## src/rtl/pcs_pkg.sv

```systemverilog
package pcs_pkg;
  localparam int NUM_SEL  = 7;
  localparam int REGION_W = 8;
  localparam int IDX_W    = 3;
  localparam int ALIGN_W  = REGION_W + IDX_W;
  // index 4 and 7 have no line
  localparam logic [NUM_SEL-1:0] SEL_PRESENT = 7'b110_1111;
  // indices using the long (optional) stretch
  localparam logic [NUM_SEL-1:0] GRP_LONG    = 7'b000_1111;

  function automatic int unsigned ceil_div(input int unsigned num, input int unsigned den);
    return (num + den - 1) / den;
  endfunction
endpackage

```

## src/rtl/pcs_base_reg.sv

```systemverilog
module pcs_base_reg
  import pcs_pkg::*;
#(
  parameter int ADDR_W = 20,
  localparam int HI_W  = ADDR_W - ALIGN_W
) (
  input  logic              clk,
  input  logic              rst_n,
  input  logic              cfg_we,
  input  logic [ADDR_W-1:0] cfg_base,
  input  logic              cfg_ext_wait,
  output logic [HI_W-1:0]   base_hi,
  output logic              dec_en,
  output logic              ext_wait
);
  logic [HI_W-1:0] base_q, base_d;
  logic            en_q, en_d;
  logic            ext_q, ext_d;
  logic            lo_unused;

  assign lo_unused = ^cfg_base[ALIGN_W-1:0];

  always_comb begin
    base_d = base_q;
    en_d   = en_q;
    ext_d  = ext_q;
    if (cfg_we) begin
      base_d = cfg_base[ADDR_W-1:ALIGN_W];
      en_d   = 1'b1;
      ext_d  = cfg_ext_wait;
    end
  end

  always_ff @(posedge clk or negedge rst_n) begin
    if (!rst_n) begin
      base_q <= '0;
      en_q   <= 1'b0;
      ext_q  <= 1'b0;
    end else begin
      base_q <= base_d;
      en_q   <= en_d;
      ext_q  <= ext_d;
    end
  end

  assign base_hi  = base_q;
  assign dec_en   = en_q;
  assign ext_wait = ext_q;

  a_r4_base_stable: assert property (@(posedge clk) disable iff (!rst_n)
    !cfg_we |=> $stable(base_hi) && $stable(ext_wait));
  a_r1_enable_sticky: assert property (@(posedge clk) disable iff (!rst_n)
    dec_en |=> dec_en);
endmodule

```

## src/rtl/pcs_region_decode.sv

```systemverilog
module pcs_region_decode
  import pcs_pkg::*;
#(
  parameter int ADDR_W = 20,
  localparam int HI_W  = ADDR_W - ALIGN_W
) (
  input  logic [ADDR_W-1:0]  ad,
  input  logic [HI_W-1:0]    base_hi,
  input  logic               dec_en,
  input  logic               io_cycle,
  output logic [NUM_SEL-1:0] hit_vec
);
  logic             win_hit;
  logic [IDX_W-1:0] slot;
  logic             off_unused;

  assign off_unused = ^ad[REGION_W-1:0];
  assign win_hit    = dec_en && io_cycle && (ad[ADDR_W-1:ALIGN_W] == base_hi);
  assign slot       = ad[ALIGN_W-1:REGION_W];

  for (genvar i = 0; i < NUM_SEL; i++) begin : g_slot
    if (SEL_PRESENT[i]) begin : g_on
      assign hit_vec[i] = win_hit && (slot == IDX_W'(i));
    end else begin : g_off
      assign hit_vec[i] = 1'b0;
    end
  end

  always_comb begin
    a_r2_one_hit: assert ($onehot0(hit_vec));
  end
endmodule

```

## src/rtl/pcs_wait_timer.sv

```systemverilog
module pcs_wait_timer #(
  parameter int LONG_CYC  = 40,
  parameter int SHORT_CYC = 8,
  localparam int MAXC     = (LONG_CYC > SHORT_CYC) ? LONG_CYC : SHORT_CYC,
  localparam int CNT_W    = $clog2(MAXC + 1)
) (
  input  logic clk,
  input  logic rst_n,
  input  logic load,
  input  logic load_long,
  input  logic clr,
  output logic busy
);
  logic [CNT_W-1:0] cnt_q, cnt_d;
  logic [CNT_W-1:0] long_init, short_init;

  assign long_init  = (LONG_CYC  > 0) ? CNT_W'(LONG_CYC - 1)  : '0;
  assign short_init = (SHORT_CYC > 0) ? CNT_W'(SHORT_CYC - 1) : '0;

  always_comb begin
    cnt_d = cnt_q;
    if (load)               cnt_d = load_long ? long_init : short_init;
    else if (clr)           cnt_d = '0;
    else if (cnt_q != '0)   cnt_d = cnt_q - 1'b1;
  end

  always_ff @(posedge clk or negedge rst_n) begin
    if (!rst_n) cnt_q <= '0;
    else        cnt_q <= cnt_d;
  end

  assign busy = (cnt_q != '0);

  a_r7_countdown: assert property (@(posedge clk) disable iff (!rst_n)
    (busy && !load && !clr) |=> (cnt_q == $past(cnt_q) - 1'b1));
  a_r10_clear: assert property (@(posedge clk) disable iff (!rst_n)
    (clr && !load) |=> !busy);
endmodule

```

## src/rtl/pcs_decoder.sv

```systemverilog
module pcs_decoder
  import pcs_pkg::*;
#(
  parameter int ADDR_W   = 20,
  parameter int CLK_NS   = 20,
  parameter int LONG_NS  = 800,
  parameter int SHORT_NS = 150
) (
  input  logic              clk,
  input  logic              rst_n,
  input  logic              cfg_we,
  input  logic [ADDR_W-1:0] cfg_base,
  input  logic              cfg_ext_wait,
  input  logic              ale,
  input  logic              io_cycle,
  input  logic              cyc_end,
  input  logic              hold,
  input  logic [ADDR_W-1:0] ad,
  output logic [6:0]        pcs_n,
  output logic              pcs_float,
  output logic              ready
);
  localparam int HI_W      = ADDR_W - ALIGN_W;
  localparam int LONG_CYC  = int'(ceil_div(LONG_NS, CLK_NS));
  localparam int SHORT_CYC = int'(ceil_div(SHORT_NS, CLK_NS));

  logic [HI_W-1:0]    base_hi;
  logic               dec_en, ext_wait;
  logic [NUM_SEL-1:0] hit_vec, act_q, act_d, sel_now;
  logic               phase, need_wait, need_long, t_load, t_clr, t_busy;

  pcs_base_reg #(.ADDR_W(ADDR_W)) u_base (
    .clk(clk), .rst_n(rst_n), .cfg_we(cfg_we), .cfg_base(cfg_base),
    .cfg_ext_wait(cfg_ext_wait), .base_hi(base_hi), .dec_en(dec_en),
    .ext_wait(ext_wait)
  );

  pcs_region_decode #(.ADDR_W(ADDR_W)) u_dec (
    .ad(ad), .base_hi(base_hi), .dec_en(dec_en), .io_cycle(io_cycle),
    .hit_vec(hit_vec)
  );

  // address phase accepted only outside hold
  assign phase     = ale && !hold;
  assign need_long = |(hit_vec & GRP_LONG) && ext_wait;
  assign need_wait = need_long || |(hit_vec & ~GRP_LONG);
  assign t_load    = phase && need_wait;
  assign t_clr     = phase || cyc_end;

  pcs_wait_timer #(.LONG_CYC(LONG_CYC), .SHORT_CYC(SHORT_CYC)) u_wait (
    .clk(clk), .rst_n(rst_n), .load(t_load), .load_long(need_long),
    .clr(t_clr), .busy(t_busy)
  );

  always_comb begin
    act_d = act_q;
    if (phase)        act_d = hit_vec;
    else if (cyc_end) act_d = '0;
  end

  always_ff @(posedge clk or negedge rst_n) begin
    if (!rst_n) act_q <= '0;
    else        act_q <= act_d;
  end

  assign sel_now   = phase ? hit_vec : act_q;
  assign pcs_n     = hold ? '1 : ~sel_now;
  assign pcs_float = hold;
  assign ready     = !(t_load || t_busy);

  a_r3_idx4_idle: assert property (@(posedge clk) disable iff (!rst_n)
    pcs_n[4]);
  a_r2_single_sel: assert property (@(posedge clk) disable iff (!rst_n)
    $onehot0(~pcs_n));
  a_r6_sel_held: assert property (@(posedge clk) disable iff (!rst_n)
    (!ale && !cyc_end && !hold && (pcs_n != '1)) |=> (hold || ale || $stable(pcs_n)));
  a_r7_wait_needs_sel: assert property (@(posedge clk) disable iff (!rst_n)
    (!ready && !hold) |-> (pcs_n != '1));
  a_r9_hold_float: assert property (@(posedge clk) disable iff (!rst_n)
    pcs_float |-> (pcs_n == '1));
endmodule

```

## config.mk

```make
export PLATFORM = sky130hd
export DESIGN_NAME = pcs_decoder
export DESIGN_NICKNAME = d
export VERILOG_FILES = /design/src/rtl/pcs_pkg.sv /design/src/rtl/pcs_base_reg.sv /design/src/rtl/pcs_region_decode.sv /design/src/rtl/pcs_wait_timer.sv /design/src/rtl/pcs_decoder.sv
export SDC_FILE = /design/constraint.sdc
export NUM_CORES = 1
export LEC_CHECK = 0
export CORE_ASPECT_RATIO = 1.75
export CORE_MARGIN = 3
export CORE_UTILIZATION = 27
export CTS_CLUSTER_SIZE = 25
export DETAILED_ROUTE_END_ITERATION = 12
export PLACE_DENSITY = 0.52
export SLEW_MARGIN = 30
export SYNTH_ARGS = -nofsm -noshare
export SYNTH_HDL_FRONTEND = slang
export SYNTH_HIERARCHICAL = 1
export SYNTH_SLANG_ARGS = --single-unit
```

## constraint.sdc

```tcl
create_clock -name clk -period 2.9 [get_ports clk]
set_input_delay 0.58 -clock clk [delete_from_list [all_inputs] [get_ports clk]]
set_output_delay 0.58 -clock clk [all_outputs]
set_load 0.005 [all_outputs]
```

==> impl_results.md, run 1 <==
- Post-Syn Area per Cell: 10.5 µm²
- Largest area contributor in the netlist: dfrtp_1
- Maximum vdd drop: 0.187 mV
- Placed cells: 241
- Cell Rows: 34
- Area grow syn2layout: 52.8%
- Post-layout min period: 2970 ps
- Synth unique cells: 38
- Total track usage: 0.126
- Root Buffer: clkbuf_8
- Internal: 0.803 mW
- Initial antenna violation count: 0
- Top-area cell type share of the netlist area: 0.410
- Die X: 61.7 µm
- Synth top cells by count: dfrtp_1, nand2_1, nand3b_1, mux2_4, mux2i_1
- Initial DRC count: 31
- Final wirelength: 3750 µm
- Startpoint Class: input port
- Clock buffer count from CTS: 3
- DRT antenna net count: 0
- Die Y: 103 µm
- Final worst slack: -68.1 ps
- Dominant synthesized flop cell: dfrtp_1
- Slew @ Worst Pin: 657 ps
- Failing checks: negative setup slack
- Placer Congestion: 0.778
- Final Util: 0.438
- Finished Layout Cells: 258
- RSZ-0062 raised after global routing: true
- Seq pwr share: 0.361
- Fill count: 509
- Syn nets: 190
- Clock share of power: 0.252
- # hold bufs at CTS: 0
- WS Path Type: input port to output port
- DRC Markers: 0
- WP data required: 2320 ps
- GRT overflow: 0
- Period utilization: 1.02
- Slew Viols, Final: 0
- Core area: 5100 µm²
- Sw Ratio: 0.319
- Via total after detailed routing: 1252
- Vias per cell: 4.85
- Sequential area share after synthesis: 0.410
- Largest net degree at the start of global routing: 25
- Per-cell routed wire length: 14.5 µm
- Pwr Total: 1.18 mW
- Max Clk Rate: 337 MHz
- Post-route cell area: 2240 µm²
- Most common cell in the synthesized netlist: dfrtp_1
- CTS tree: built
- Ys async rst share: 1.00
- Maximum fanout along the worst path: 5
- NetSw: 0.376 mW
- Clk_skew: 2.89 ps
- Clock Path Buffers: 2
- Post-synth EDFFs: 0
- Initial core utilization: 0.287
- Vias in the first global route: 1335
- Status: finished with violations
- Clk_lat worst skew: 270 ps
- CP endpoint kind: output port
- Pwr/cell area: 527 nW/µm²
- Hold Fails Final Rpt: 0
- Port Buffers: 37
- Worst-path clk slew: 90 ps
- Crit path DAT: 2390 ps
- Leakage power: 1.06 nW
- Nets: 255
- Global-route wire length before repair: 6000 µm
- Mapped Cells: 140
- Fin Setup TNS: -103 ps
- Largest cells by area after synthesis: dfrtp_1, mux2_4, mux2i_1, nand3b_1, nand2_1
- Initial DRT Pass Iterations: 4
- Warnings, synthesis: 6
- Comb pwr share: 0.387
- DP HPWL: 2830 µm
- Post-synthesis sequential element count: 24
- Slew HR: 0.560
- Hold Crit Class: register to register
- Cell Area, Synth: 1460 µm²
- Place WS: -684 ps
- Post-place instance area: 1980 µm²
- Count of final setup violators: 2
- Antenna Cells: 0
- Share of cells above drive strength 1: 0.343
- Fin Hold WS: 521 ps
- # clock sinks: 24
- I/O pin total: 57
- Max_cap viols: 0
- Die ar.: 6380 µm²
- H-tree depth: 1
registers in the layout, summed over array words and instances, names as in the netlist:
register and cells:
u_base/base_hi 9, u_wait/cnt_q 6, u_base/ext_wait 1, act_q 7, u_base/dec_en 1
placed cells by master, fill, tap and decap left out, types with 6 or more instances in the layout:
cell type and count:
mux2i_1 9, xnor2_1 6, nor4_4 6, nand3b_1 10, inv_1 7, dlygate4sd2_1 7
buf_2 7, buf_4 24, clkdlybuf4s50_1 17, mux2_4 9, or2_1 8, dfrtp_1 24
buf_6 7, nand2_1 17
critical path, stage by stage:
cell           delay [ps]
dlygate4sd2_1         240
xnor2_1               110
nand4_1               100
buf_6                 160
nor4_4                 60
o41a_1                470
o41a_1                460
nor2_2                 90
buf_2                 110
final cells by class:
type	instances	area (µm²)	share of cell area
sequential	24	601	0.268
tap	54	67.6	0.0302
multi-input combinational	102	911	0.407
timing repair buffer	67	561	0.251
inverter	7	26.3	0.0117
clock buffer	3	41.3	0.0185
clock inverter	1	30.0	0.0134
layer usage:
metal | wire (µm) | up-vias | share of wire | GRT usage
li1 | - | 613 | - | -
met1 | 1340 | 613 | 0.36 | 0.122
met2 | 2230 | 24 | 0.60 | 0.250
met3 | 134 | 2 | 0.036 | 0.0149
met4 | 40 | 0 | 0.011 | 0.0490
met5 | 0 | - | 0 | 0
path summary, 6_finish.rpt:
path                                    from  slack (ps)  depth (start not counted)                end
max reg2reg                u_base/base_hi[1]         270                         12    u_wait/cnt_q[5]
min                                 act_q[4]         520                          2           act_q[4]
min reg2reg                         act_q[4]         520                          2           act_q[4]
max                                   ad[15]         -70                          9              ready
max in group asynchronous              rst_n        1990                          2           act_q[5]
min in group asynchronous              rst_n         670                          2  u_base/base_hi[2]
cells by family after synthesis:
group	after synthesis	synth area share
AO/OA/AOI/OAI	13	0.0709
AND/OR/NAND/NOR	57	0.229
other	1	0.00256
buffers and inverters	14	0.0487
multiplexers	19	0.162
adder cells (fa/ha/maj)	2	0.0171
flip-flops	24	0.410
XOR/XNOR	10	0.0598
power groups by stage:
stage	Sequential, mW	Combinational, mW	Clock [mW]
after floorplan	0.420	0.290	0
after global placement	0.430	0.412	0
after detailed placement	0.432	0.428	0
after CTS	0.426	0.443	0.304
after global routing	0.431	0.502	0.319
final	0.425	0.456	0.297
timing repair:
action                                 4_1_cts  5_1_grt
setup endpoints to repair                    7        7
setup buffers                                6        7
gates resized for setup                     64       12
pin swaps                                   17       13
endpoints found under the hold margin        0        0
Power figures use the tool's default switching activity.
==> inputs of run 2 (changes only) <==
- CORE_UTILIZATION: 27 -> 30
- PLACE_DENSITY: 0.52 -> 0.57
==> run 2 against run 1 <==
Compared with the run above:
- the flow now finishes without violations
- count of clock-buffer cells in the layout did not move
- global-route usage is 0.49 points higher
- sequential cell count did not move
- non-clock buffer count down 5
- register-to-register slack better by 170 ps
==> impl_results.md, run 2 (synthesis results as in run 1) <==
- Status: completed
- Final wirelength: 3470 µm (-7.4%)
- Initial DRT Pass Iterations: 4 (unchanged)
- DRT antenna net count: 0 (unchanged)
- Sw Ratio: 0.319 (+0.000435)
- Hold Fails Final Rpt: 0 (unchanged)
- Maximum vdd drop: 0.379 mV (+100%)
- Worst Hold Depth: 2 (unchanged)
- Root Buffer: clkbuf_8
- GRT overflow: 0 (unchanged)
- Pwr/cell area: 526 nW/µm² (-0.10%)
- Pwr Total: 1.16 mW (-1.3%)
- # clock sinks: 24 (unchanged)
- Hold path endpoint: act_q[0]
- RSZ-0062 raised after global routing: true
- CTS tree: built
- Slowest CP cell: a2111o_1
- Total track usage: 0.131 (+0.00486)
- Most used cell, CP: buf_6
- Cell chain of the critical path: buf_6, xor2_1, a2111o_1, buf_6, buf_6, nor4_4, buf_4, buf_6, o41a_1, nor2_2, buf_2
- Vias per cell: 4.93 (+1.6%)
- Slew @ Worst Pin: 649 ps (-8.15 ps)
- Maximum fanout along the worst path: 3 (-2)
- Seq pwr share: 0.366 (+0.005)
- Hold Path Origin: act_q[0]
- Top Usage Layer GRT: met2
- Post-place instance area: 1970 µm² (-0.50%)
- Max Clk Rate: 345 MHz (+2.5%)
- # hold bufs at CTS: 0 (unchanged)
- Initial core utilization: 0.311 (+0.0242)
- Post-route cell area: 2210 µm² (-1.2%)
- Footprint of the multi-input gates: 915 µm² (+0.41%)
- DRC Markers: 0 (unchanged)
- Cell Rows: 33 (-2.9%)
- Worst-path clk slew: 90 ps (about the same)
- Most frequent cells in the layout: dfrtp_1, buf_4, nand2_1, clkdlybuf4s50_1, nand3b_1
- Comb pwr share: 0.383 (-0.004)
- Leakage power: 1.05 nW (-1.3%)
- Capturing point of the worst reg2reg path: u_wait/cnt_q[5]
- Antenna Cells: 0 (unchanged)
- I/O pin total: 57 (unchanged)
- Worst r2r path cells: 13 (+1)
- DP HPWL: 2660 µm (-6.2%)
- Buf/Inv on CP: 6 (+3)
- Clk_lat worst skew: 260 ps (about the same)
- Die Y: 98.4 µm (-4.8%)
- Clock share of power: 0.251 (about the same)
- Die X: 58.8 µm (-4.6%)
- Reg2Reg Setup Slack: 440 ps (+170 ps)
- Slew Viols, Final: 0 (unchanged)
- WP data required: 2320 ps (about the same)
- Initial DRC count: 17 (-45%)
- GR Layer Usage met1: 0.142 (+0.0192)
- Post-layout min period: 2900 ps (-71.9 ps)
- Internal: 0.791 mW (-1.4%)
- FF-to-FF Start: u_base/base_hi[3]
- Initial antenna violation count: 0 (unchanged)
- Max_cap viols: 0 (unchanged)
- Clock buffer count from CTS: 3 (unchanged)
- Fin Setup TNS: 0 ps (+103 ps)
- Die ar.: 5790 µm² (-9.2%)
- Period utilization: 0.999 (-0.0248)
- Count of final setup violators: 0 (-2)
- Met2 track demand over resource: 0.250 (-0.000628)
- Startpoint Class: input port
- Global-route wire length before repair: 5920 µm (-1.3%)
- Placer Congestion: 0.722 (-7.2%)
- Commonest non-fill, non-tap cell in the layout: dfrtp_1
- Largest net degree at the start of global routing: 25 (unchanged)
- Delay-heaviest family, CP: buffers and inverters
- Clk_skew: 2.15 ps (-0.737 ps)
- CP endpoint kind: output port
- Critical Path Max Stage Delay: 440 ps (-30 ps)
- Max reg flops: 9 (unchanged)
- Vias in the first global route: 1322 (-0.97%)
- NetSw: 0.371 mW (-1.2%)
- Hold Crit Class: register to register
- Fill count: 453 (-11%)
- Sequential Area: 601 µm² (unchanged)
- Grt met3 use: 0.0183 (+0.00344)
- Via total after detailed routing: 1237 (-1.2%)
- Share of cells above drive strength 1: 0.327 (-0.0165)
- H-tree depth: 1 (unchanged)
- Core area: 4710 µm² (-7.8%)
- Slew HR: 0.566 (+0.00545)
- Final Util: 0.469 (+0.0312)
- Nets: 250 (-2.0%)
- Port Buffers: 37 (unchanged)
- Area grow syn2layout: 50.9%
- Per-cell routed wire length: 13.8 µm (-4.8%)
- Crit path DAT: 2320 ps (-70 ps)
- WS Path Type: input port to output port
- Clock Path Buffers: 2 (unchanged)
[run 2: power by group through the flow]
stage	clock, mW	sequential (mW)	combinational (mW)
global placement	0	0.429	0.407
finish	0.292	0.426	0.445
detailed placement	0	0.431	0.425
CTS	0.301	0.425	0.433
global route	0.314	0.435	0.488
floorplan	0	0.420	0.290
[run 2: final cells by class]
cell class	instances	area share
Sequential cell	24	0.272
Clock inverter	1	0.0136
Timing Repair Buffer	62	0.241
Clock buffer	3	0.0187
Tap cell	52	0.0294
Inverter	7	0.0119
Multi-Input combinational cell	102	0.414
[run 2: repair_timing]
item                       4_1_cts  5_1_grt
gates resized for setup         63       10
setup endpoints to repair        7        7
pin swaps                       15        6
buffers inserted                 5        4
[run 2: worst reg2reg max path, cell delays in order (launching register included)]
cell and delay, ps:
dfrtp_1 400, xor2_1 140, a2111o_1 440, buf_6 160
buf_6 120, nor4_4 190, buf_4 160, buf_6 90
o41a_1 170, buf_4 180, nand2_1 70, o21ai_0 70
o31ai_1 90, a21oi_1 120
[run 2: stage by stage]
step                worst slack [ps]  hold WS (ps)  instances
global route                   -91.9           548        251
global placement                -618           477        238
detailed placement              -660           467        238
CTS                            -91.4           524        247
floorplan                        384           284        140
finish                          3.84           525        251
[run 2: metal layers]
layer,up-vias,routed length [µm]
li1,603,-
met1,606,1270
met2,26,2040
met3,2,131
met4,0,23
met5,-,0
[run 2: worst max-delay path by stage]
stage	from	end	slack, ps	depth (start not counted)
finish	ad[14]	ready	4	11
global route	u_base/base_hi[3]	ready	-90	10
CTS	ad[18]	ready	-90	9
detailed placement	ad[19]	ready	-660	7
global placement	ad[19]	ready	-620	7
floorplan	ad[11]	ready	380	6
